===== src/rtl/irq_cpu_pkg.sv =====
package irq_cpu_pkg;
   localparam int ID_W   = 10;
   localparam int REG_AW = 5;
   localparam logic [ID_W-1:0] ID_NONE = '1;

   typedef enum logic [REG_AW-1:0] {
      REG_CTRL  = 5'h00,
      REG_MASK  = 5'h04,
      REG_BPT   = 5'h08,
      REG_ACK   = 5'h0C,
      REG_EOI   = 5'h10,
      REG_RPRI  = 5'h14,
      REG_HPEND = 5'h18
   } reg_off_e;

   typedef enum logic {WALK_IDLE, WALK_RUN} walk_st_e;
endpackage


===== src/rtl/irq_link_mem.sv =====
module irq_link_mem
   import irq_cpu_pkg::*;
#(
   parameter int NIRQ = 32
)(
   input  logic            clk,
   input  logic            rst_n,
   input  logic            we,
   input  logic [ID_W-1:0] wa,
   input  logic [ID_W-1:0] wd,
   input  logic [ID_W-1:0] ra_a,
   output logic [ID_W-1:0] rd_a,
   input  logic [ID_W-1:0] ra_b,
   output logic [ID_W-1:0] rd_b
);
   localparam int IDX_W = $clog2(NIRQ);
   localparam logic [ID_W-1:0] NIRQ_ID = ID_W'(NIRQ);

   logic [ID_W-1:0] links [NIRQ];

   always_ff @(posedge clk or negedge rst_n) begin
      if (!rst_n) begin
         for (int i = 0; i < NIRQ; i++) links[i] <= ID_NONE;
      end else if (we && (wa < NIRQ_ID)) begin
         links[wa[IDX_W-1:0]] <= wd;
      end
   end

   always_comb begin
      rd_a = (ra_a < NIRQ_ID) ? links[ra_a[IDX_W-1:0]] : ID_NONE;
      rd_b = (ra_b < NIRQ_ID) ? links[ra_b[IDX_W-1:0]] : ID_NONE;
   end
endmodule


===== src/rtl/irq_chain_walk.sv =====
module irq_chain_walk
   import irq_cpu_pkg::*;
#(
   parameter int NIRQ = 32
)(
   input  logic            clk,
   input  logic            rst_n,
   input  logic            start,
   input  logic [ID_W-1:0] start_ptr,
   input  logic [ID_W-1:0] target,
   input  logic [ID_W-1:0] link_at_ptr,
   input  logic [ID_W-1:0] link_of_tgt,
   output logic            busy,
   output logic [ID_W-1:0] ptr,
   output logic [ID_W-1:0] tgt,
   output logic            wr_en,
   output logic [ID_W-1:0] wr_idx,
   output logic [ID_W-1:0] wr_data
);
   localparam int CNT_W = $clog2(NIRQ + 1);
   localparam logic [CNT_W-1:0] LAST_STEP = CNT_W'(NIRQ - 1);

   walk_st_e        st_q;
   logic [CNT_W-1:0] steps_q;
   logic            hit, at_end;

   assign busy    = (st_q == WALK_RUN);
   assign hit     = busy && (link_at_ptr == tgt) && (link_at_ptr != ID_NONE);
   assign at_end  = (link_at_ptr == ID_NONE) || (steps_q == LAST_STEP);
   assign wr_en   = hit;
   assign wr_idx  = ptr;
   assign wr_data = link_of_tgt;

   always_ff @(posedge clk or negedge rst_n) begin
      if (!rst_n) begin
         st_q    <= WALK_IDLE;
         ptr     <= ID_NONE;
         tgt     <= ID_NONE;
         steps_q <= '0;
      end else if (start) begin
         st_q    <= WALK_RUN;
         ptr     <= start_ptr;
         tgt     <= target;
         steps_q <= '0;
      end else if (busy) begin
         if (hit || at_end) begin
            st_q <= WALK_IDLE;
         end else begin
            ptr     <= link_at_ptr;
            steps_q <= steps_q + 1'b1;
         end
      end
   end
endmodule


===== src/rtl/irq_cpu_if.sv =====
module irq_cpu_if
   import irq_cpu_pkg::*;
#(
   parameter int NIRQ     = 32,
   parameter int PRIO_W   = 8,
   parameter int MASK_RST = 'hF0
)(
   input  logic                   clk,
   input  logic                   rst_n,
   input  logic                   acc_valid,
   input  logic                   acc_write,
   input  logic [4:0]             acc_addr,
   input  logic [31:0]            acc_wdata,
   output logic [31:0]            acc_rdata,
   output logic                   acc_busy,
   input  logic [9:0]             pend_id,
   input  logic [NIRQ*PRIO_W-1:0] prio_table,
   input  logic [NIRQ-1:0]        irq_level,
   input  logic [NIRQ-1:0]        irq_edge,
   input  logic [NIRQ-1:0]        irq_en,
   output logic                   irq_req,
   output logic                   pend_clr,
   output logic [9:0]             pend_clr_id,
   output logic                   pend_set,
   output logic [9:0]             pend_set_id
);
   localparam int RPRI_W = PRIO_W + 1;
   localparam int IDX_W  = $clog2(NIRQ);
   localparam logic [RPRI_W-1:0] IDLE_PRIO = RPRI_W'(1) << PRIO_W;
   localparam logic [ID_W-1:0]   NIRQ_ID   = ID_W'(NIRQ);

   generate
      if (NIRQ < 2 || NIRQ > 1020) begin : g_bad_nirq
         $error("irq_cpu_if: NIRQ must lie in 2..1020");
      end
      if (PRIO_W < 1 || PRIO_W > 8) begin : g_bad_prio
         $error("irq_cpu_if: PRIO_W must lie in 1..8");
      end
      if (MASK_RST < 0 || MASK_RST >= (1 << RPRI_W)) begin : g_bad_mask
         $error("irq_cpu_if: MASK_RST does not fit the mask field");
      end
   endgenerate

   logic [PRIO_W-1:0] prio_arr [NIRQ];
   genvar g;
   generate
      for (g = 0; g < NIRQ; g++) begin : g_prio
         assign prio_arr[g] = prio_table[g*PRIO_W +: PRIO_W];
      end
   endgenerate

   function automatic logic [RPRI_W-1:0] lookup_prio(input logic [ID_W-1:0] id);
      if (id < NIRQ_ID) return {1'b0, prio_arr[id[IDX_W-1:0]]};
      return IDLE_PRIO;
   endfunction

   logic              cpu_en_q;
   logic [RPRI_W-1:0] mask_q;
   logic [ID_W-1:0]   run_id_q;
   logic [RPRI_W-1:0] run_prio_q;

   logic            walk_busy, walk_wr, walk_start;
   logic [ID_W-1:0] walk_ptr, walk_tgt, walk_idx, walk_data;
   logic [ID_W-1:0] link_a_idx, link_a, link_b;
   logic            lm_we;
   logic [ID_W-1:0] lm_wa, lm_wd;

   logic              acc_go, rd_go, wr_go;
   logic [RPRI_W-1:0] pend_prio, back_prio;
   logic              pend_valid, ack_ok, do_ack, do_eoi, eoi_hit, repend;
   logic [ID_W-1:0]   eoi_id;
   logic [31:0]       rd_val;

   always_comb begin
      acc_go     = acc_valid && !walk_busy;
      rd_go      = acc_go && !acc_write;
      wr_go      = acc_go && acc_write;
      pend_valid = (pend_id != ID_NONE) && (pend_id < NIRQ_ID);
      pend_prio  = lookup_prio(pend_id);
      ack_ok     = pend_valid && (pend_prio < run_prio_q);
      do_ack     = rd_go && (acc_addr == REG_ACK) && ack_ok;
      eoi_id     = acc_wdata[ID_W-1:0];
      do_eoi     = wr_go && (acc_addr == REG_EOI) && (run_id_q != ID_NONE);
      eoi_hit    = (eoi_id == run_id_q);
      walk_start = do_eoi && !eoi_hit;
      link_a_idx = walk_busy ? walk_ptr : run_id_q;
      back_prio  = lookup_prio(link_a);
      repend     = do_eoi && (eoi_id < NIRQ_ID)
                   && !irq_edge[eoi_id[IDX_W-1:0]]
                   && irq_en[eoi_id[IDX_W-1:0]]
                   && irq_level[eoi_id[IDX_W-1:0]];
      lm_we      = do_ack || walk_wr;
      lm_wa      = do_ack ? pend_id  : walk_idx;
      lm_wd      = do_ack ? run_id_q : walk_data;
      irq_req    = cpu_en_q && pend_valid && (pend_prio <= mask_q)
                   && (pend_prio < run_prio_q);
   end

   always_comb begin
      case (acc_addr)
         REG_CTRL:  rd_val = {31'b0, cpu_en_q};
         REG_MASK:  rd_val = {{(32-RPRI_W){1'b0}}, mask_q};
         REG_ACK:   rd_val = {22'b0, (ack_ok ? pend_id : ID_NONE)};
         REG_RPRI:  rd_val = {{(32-RPRI_W){1'b0}}, run_prio_q};
         REG_HPEND: rd_val = {22'b0, pend_id};
         default:   rd_val = 32'b0;
      endcase
   end

   irq_link_mem #(.NIRQ(NIRQ)) u_links (
      .clk  (clk),
      .rst_n(rst_n),
      .we   (lm_we),
      .wa   (lm_wa),
      .wd   (lm_wd),
      .ra_a (link_a_idx),
      .rd_a (link_a),
      .ra_b (walk_tgt),
      .rd_b (link_b)
   );

   irq_chain_walk #(.NIRQ(NIRQ)) u_walk (
      .clk        (clk),
      .rst_n      (rst_n),
      .start      (walk_start),
      .start_ptr  (run_id_q),
      .target     (eoi_id),
      .link_at_ptr(link_a),
      .link_of_tgt(link_b),
      .busy       (walk_busy),
      .ptr        (walk_ptr),
      .tgt        (walk_tgt),
      .wr_en      (walk_wr),
      .wr_idx     (walk_idx),
      .wr_data    (walk_data)
   );

   assign acc_busy = walk_busy;

   always_ff @(posedge clk or negedge rst_n) begin
      if (!rst_n) begin
         cpu_en_q    <= 1'b0;
         mask_q      <= RPRI_W'(MASK_RST);
         run_id_q    <= ID_NONE;
         run_prio_q  <= IDLE_PRIO;
         acc_rdata   <= 32'b0;
         pend_clr    <= 1'b0;
         pend_clr_id <= ID_NONE;
         pend_set    <= 1'b0;
         pend_set_id <= ID_NONE;
      end else begin
         pend_clr <= do_ack;
         pend_set <= repend;
         if (rd_go) acc_rdata <= rd_val;
         if (do_ack) begin
            pend_clr_id <= pend_id;
            run_id_q    <= pend_id;
            run_prio_q  <= pend_prio;
         end
         if (repend) pend_set_id <= eoi_id;
         if (do_eoi && eoi_hit) begin
            run_id_q   <= link_a;
            run_prio_q <= back_prio;
         end
         if (wr_go && acc_addr == REG_CTRL) cpu_en_q <= acc_wdata[0];
         if (wr_go && acc_addr == REG_MASK) mask_q   <= acc_wdata[RPRI_W-1:0];
      end
   end
endmodule


===== config.mk =====
export PLATFORM = sky130hd
export DESIGN_NAME = irq_cpu_if
export DESIGN_NICKNAME = d
export VERILOG_FILES = /design/src/rtl/irq_cpu_pkg.sv /design/src/rtl/irq_link_mem.sv /design/src/rtl/irq_chain_walk.sv /design/src/rtl/irq_cpu_if.sv
export SDC_FILE = /design/constraint.sdc
export NUM_CORES = 1
export LEC_CHECK = 0
export ABC_AREA = 0
export BUFFER_PORTS_ARGS = -buffer_cell sky130_fd_sc_hd__buf_4
export CORE_MARGIN = 2
export CORE_UTILIZATION = 25
export CTS_CLUSTER_DIAMETER = 80
export CTS_CLUSTER_SIZE = 28
export DETAILED_ROUTE_END_ITERATION = 16
export SLEW_MARGIN = 10
export SYNTH_ARGS = -nofsm -noshare
export SYNTH_HDL_FRONTEND = slang
export SYNTH_SLANG_ARGS = --single-unit
export TNS_END_PERCENT = 30

===== constraint.sdc =====
create_clock -name clk -period 6.1 [get_ports clk]
set_clock_uncertainty 0.05 [all_clocks]
set_input_delay 1.22 -clock clk [delete_from_list [all_inputs] [get_ports clk]]
set_output_delay 1.22 -clock clk [all_outputs]
set_load 0.005 [all_outputs]

==> results.yml <==
status:
  status: "completed"
sta:
  fin_crit_sh_pct: 99.7
  hold_slack_ps: 407
  max_slew_margin_pct: 5.97
  slew_violations: 0
  rsz0062_at_grt: "true"
  fin_tns_setup_ps: 0
  hold_viol: 0
  max_freq_ghz: 0.164
  period_minus_slack_ps: 6080
  tightestPinTransition_ps: 1410
  report.final.setup_viol: 0
layout:
  utilization_pct: 32.0
  fin_cells: 5461
  drive_gt1_share_pct: 39.7
  seqCellArea_um2: 10700
  nets: 4213
  fillers: 12800
  area_growth_pct: 27.1
  layout_commonest_cell: "buf_4"
  multi_input_area_um2: 19000
  final_cell_mix: "buf_4 (666), nand2_1 (418), dfstp_2 (371), o21ai_0 (352), nor2_1 (226)"
worst_setup_path:
  start_kind: "input pin"
  r2r-start: "u_walk.busy$_DFF_PN0_"
  worst-setup-path-type: "in2out"
  cp_slowest_stage_delay_ps: 600
  endpoint_kind: "primary output"
  critPathLaunch: "pend_id[0]"
  cp.arrival_ps: 4810
  cp.required_ps: 4830
  crit_path_cell_trace: "buf_4 > buf_4 > mux4_2 > mux4_2 > mux2i_2 > nor2_1 > ha_1 > a21oi_1 > o21ai_0 > a21o_1 > a21oi_1 > o21ai_0 > a21oi_1 > o211a_1 > buf_4"
  cpMaxStageDelayCell: "mux4_2"
  path_max_fanout: 7
  rr_worst_depth: 14
cts:
  tritoncts: "yes"
  cts-root-buf: "clkbuf_16"
  htreeDepth: 2
  cts_hold_buf: 0
  clock_path_buffers: 3
  path_clk_slew_ps: 90
  cts_sinks: 408
  cts_buffers: 34
  post_cts_buffers: 0
  insertion_delay_ps: 600
grt:
  grt_max_degree: 132
  gr-total-overflow: 0
  grt_pass1_vias: 31900
  grt_pass1_wl_mm: 238
  grt.total_usage_pct: 25.7
  grt_antenna_before_repair: 20
power_and_ir_drop:
  ir_worst_vdd_mv: 0.148
  cellPowerDensity_nw_per_um2: 180
  p_leak_nw: 14.7
  power.total_w: 0.00713
logic_synthesis:
  synth_ff_type: "dfstp_2"
  ys_types: 92
  synth_edf_count: 0
  synth_cells: 3307
  yosysWarnings: 0
  ys_seq_area_share_pct: 34.3
  synth_area_per_cell_um2: 9.41
  syn_area_um2: 31100
  async_reset_ff_share_pct: 100
  ys_ff_latch: 408
worst_hold_path:
  min_from: "pend_set_id[3]$_DFFE_PN1P_"
  worstHoldPathCells: 2
  worst_hold_path_type: "reg2reg"
drt:
  drtPass1Iterations: 7
  wire_per_inst_um: 31.1
  drtIter0Drc: 5156
  via_count: 33400
  ant_nets: 0
  wl_mm: 170
  drc: 0
  viasPerCell: 6.11
floorplanning:
  initial_utilization_pct: 25.2
  die_h_um: 357
  fp.dieW_um: 357
  rows: 129
  die-area_um2: 127000
  io_pins: 459
  core_area_um2: 124000
placed_design:
  dp.cells: 5393
  dp_hpwl_mm: 121
  place_congestion: 1.01
  io_buffers: 414
run:
  cap_violations: 0
## flip-flops by register name, summed over array words and instances (netlist names)
name / count
acc_rdata: 10
cpu_en_q: 1
mask_q: 9
pend_clr: 1
pend_clr_id: 10
pend_set: 1
pend_set_id: 10
run_id_q: 10
run_prio_q: 9
u_links.links: 320
u_walk.busy: 1
u_walk.ptr: 10
u_walk.steps_q: 6
u_walk.tgt: 10
## Yosys cell counts, drive strengths merged, types with 36 or more instances
library cell	number	area share, %
mux2	117	4.2
clkbuf	179	2.2
nand3	59	0.95
nor3	55	0.88
o22ai	91	1.8
o21ai	371	6.0
a21oi	71	1.1
buf	130	2.5
nor2b	80	1.6
nor2	229	2.8
mux4	182	13
o2bb2ai	36	1.0
o31ai	44	1.1
o211ai	217	5.2
a31oi	38	0.76
inv	49	0.59
mux2i	73	2.3
dfstp	375	32
nand2	419	5.1
nand2b	47	0.94
## layout make-up
| cell class | count | share of cell area [%] |
|---|---|---|
| Multi-Input combinational cell | 2561 | 48.0 |
| Sequential cell | 408 | 27.0 |
| Timing Repair Buffer | 737 | 16.2 |
| Tap cell | 1637 | 5.18 |
| Clock buffer | 40 | 2.29 |
| Clock inverter | 22 | 0.784 |
| Inverter | 50 | 0.474 |
| Antenna cell | 6 | 0.0379 |
## worst paths after layout
kind | endpoint | slack [ps]
min in group asynchronous | u_links.links[80]$_DFFE_PN1P_ | 890
worst max-delay path | irq_req | 20
worst max register to register | u_links.links[88]$_DFFE_PN1P_ | 470
worst min register to register | pend_set_id[3]$_DFFE_PN1P_ | 410
worst min-delay path | pend_set_id[3]$_DFFE_PN1P_ | 410
max in group asynchronous | acc_rdata[7]$_DFFE_PN0P_ | 4210
## power breakdown
part	switching, W	total [W]	internal [W]
combinational	0.000980	0.00166	0.000685
clock	0.00135	0.00255	0.00120
sequential	0.000132	0.00291	0.00278
## kinds of logic after synthesis
| family | synth area share, % |
|---|---|
| multiplexers | 19.8 |
| adder cells (fa/ha/maj) | 0.723 |
| XOR/XNOR | 0.619 |
| flip-flops | 34.3 |
| AND/OR/NAND/NOR | 14.9 |
| AO/OA/AOI/OAI | 24.4 |
| buffers and inverters | 5.30 |
| other | 0.0120 |
## layer usage
layer / vias up / track usage (%) / wire [um]
li1: 13600 / - / -
met1: 16500 / 31.9 / 61100
met2: 2674 / 38.4 / 73400
met3: 613 / 7.56 / 21600
met4: 14 / 17.3 / 13700
met5: - / 0 / 108
## worst max-delay path: cells and delay by family
family	cells	cell delay [ps]
mux	3	1330
compound gates	7	1320
fa+ha+maj	1	310
simple gates	1	110
buf+inv	3	490
## what timing repair did
item,in CTS,in global routing
resized for setup,0,4
endpoints found under the setup margin,0,49
hold endpoints to repair,0,0
## per-stage QoR
step,area (um2),worst slack [ps]
floorplan,31300,48.0
global placement,38300,-502
detailed placement,38300,-498
CTS,39500,44.9
global route,39600,-259
finish,39600,19.5
Note: power is estimated with default switching activity, not from simulation.
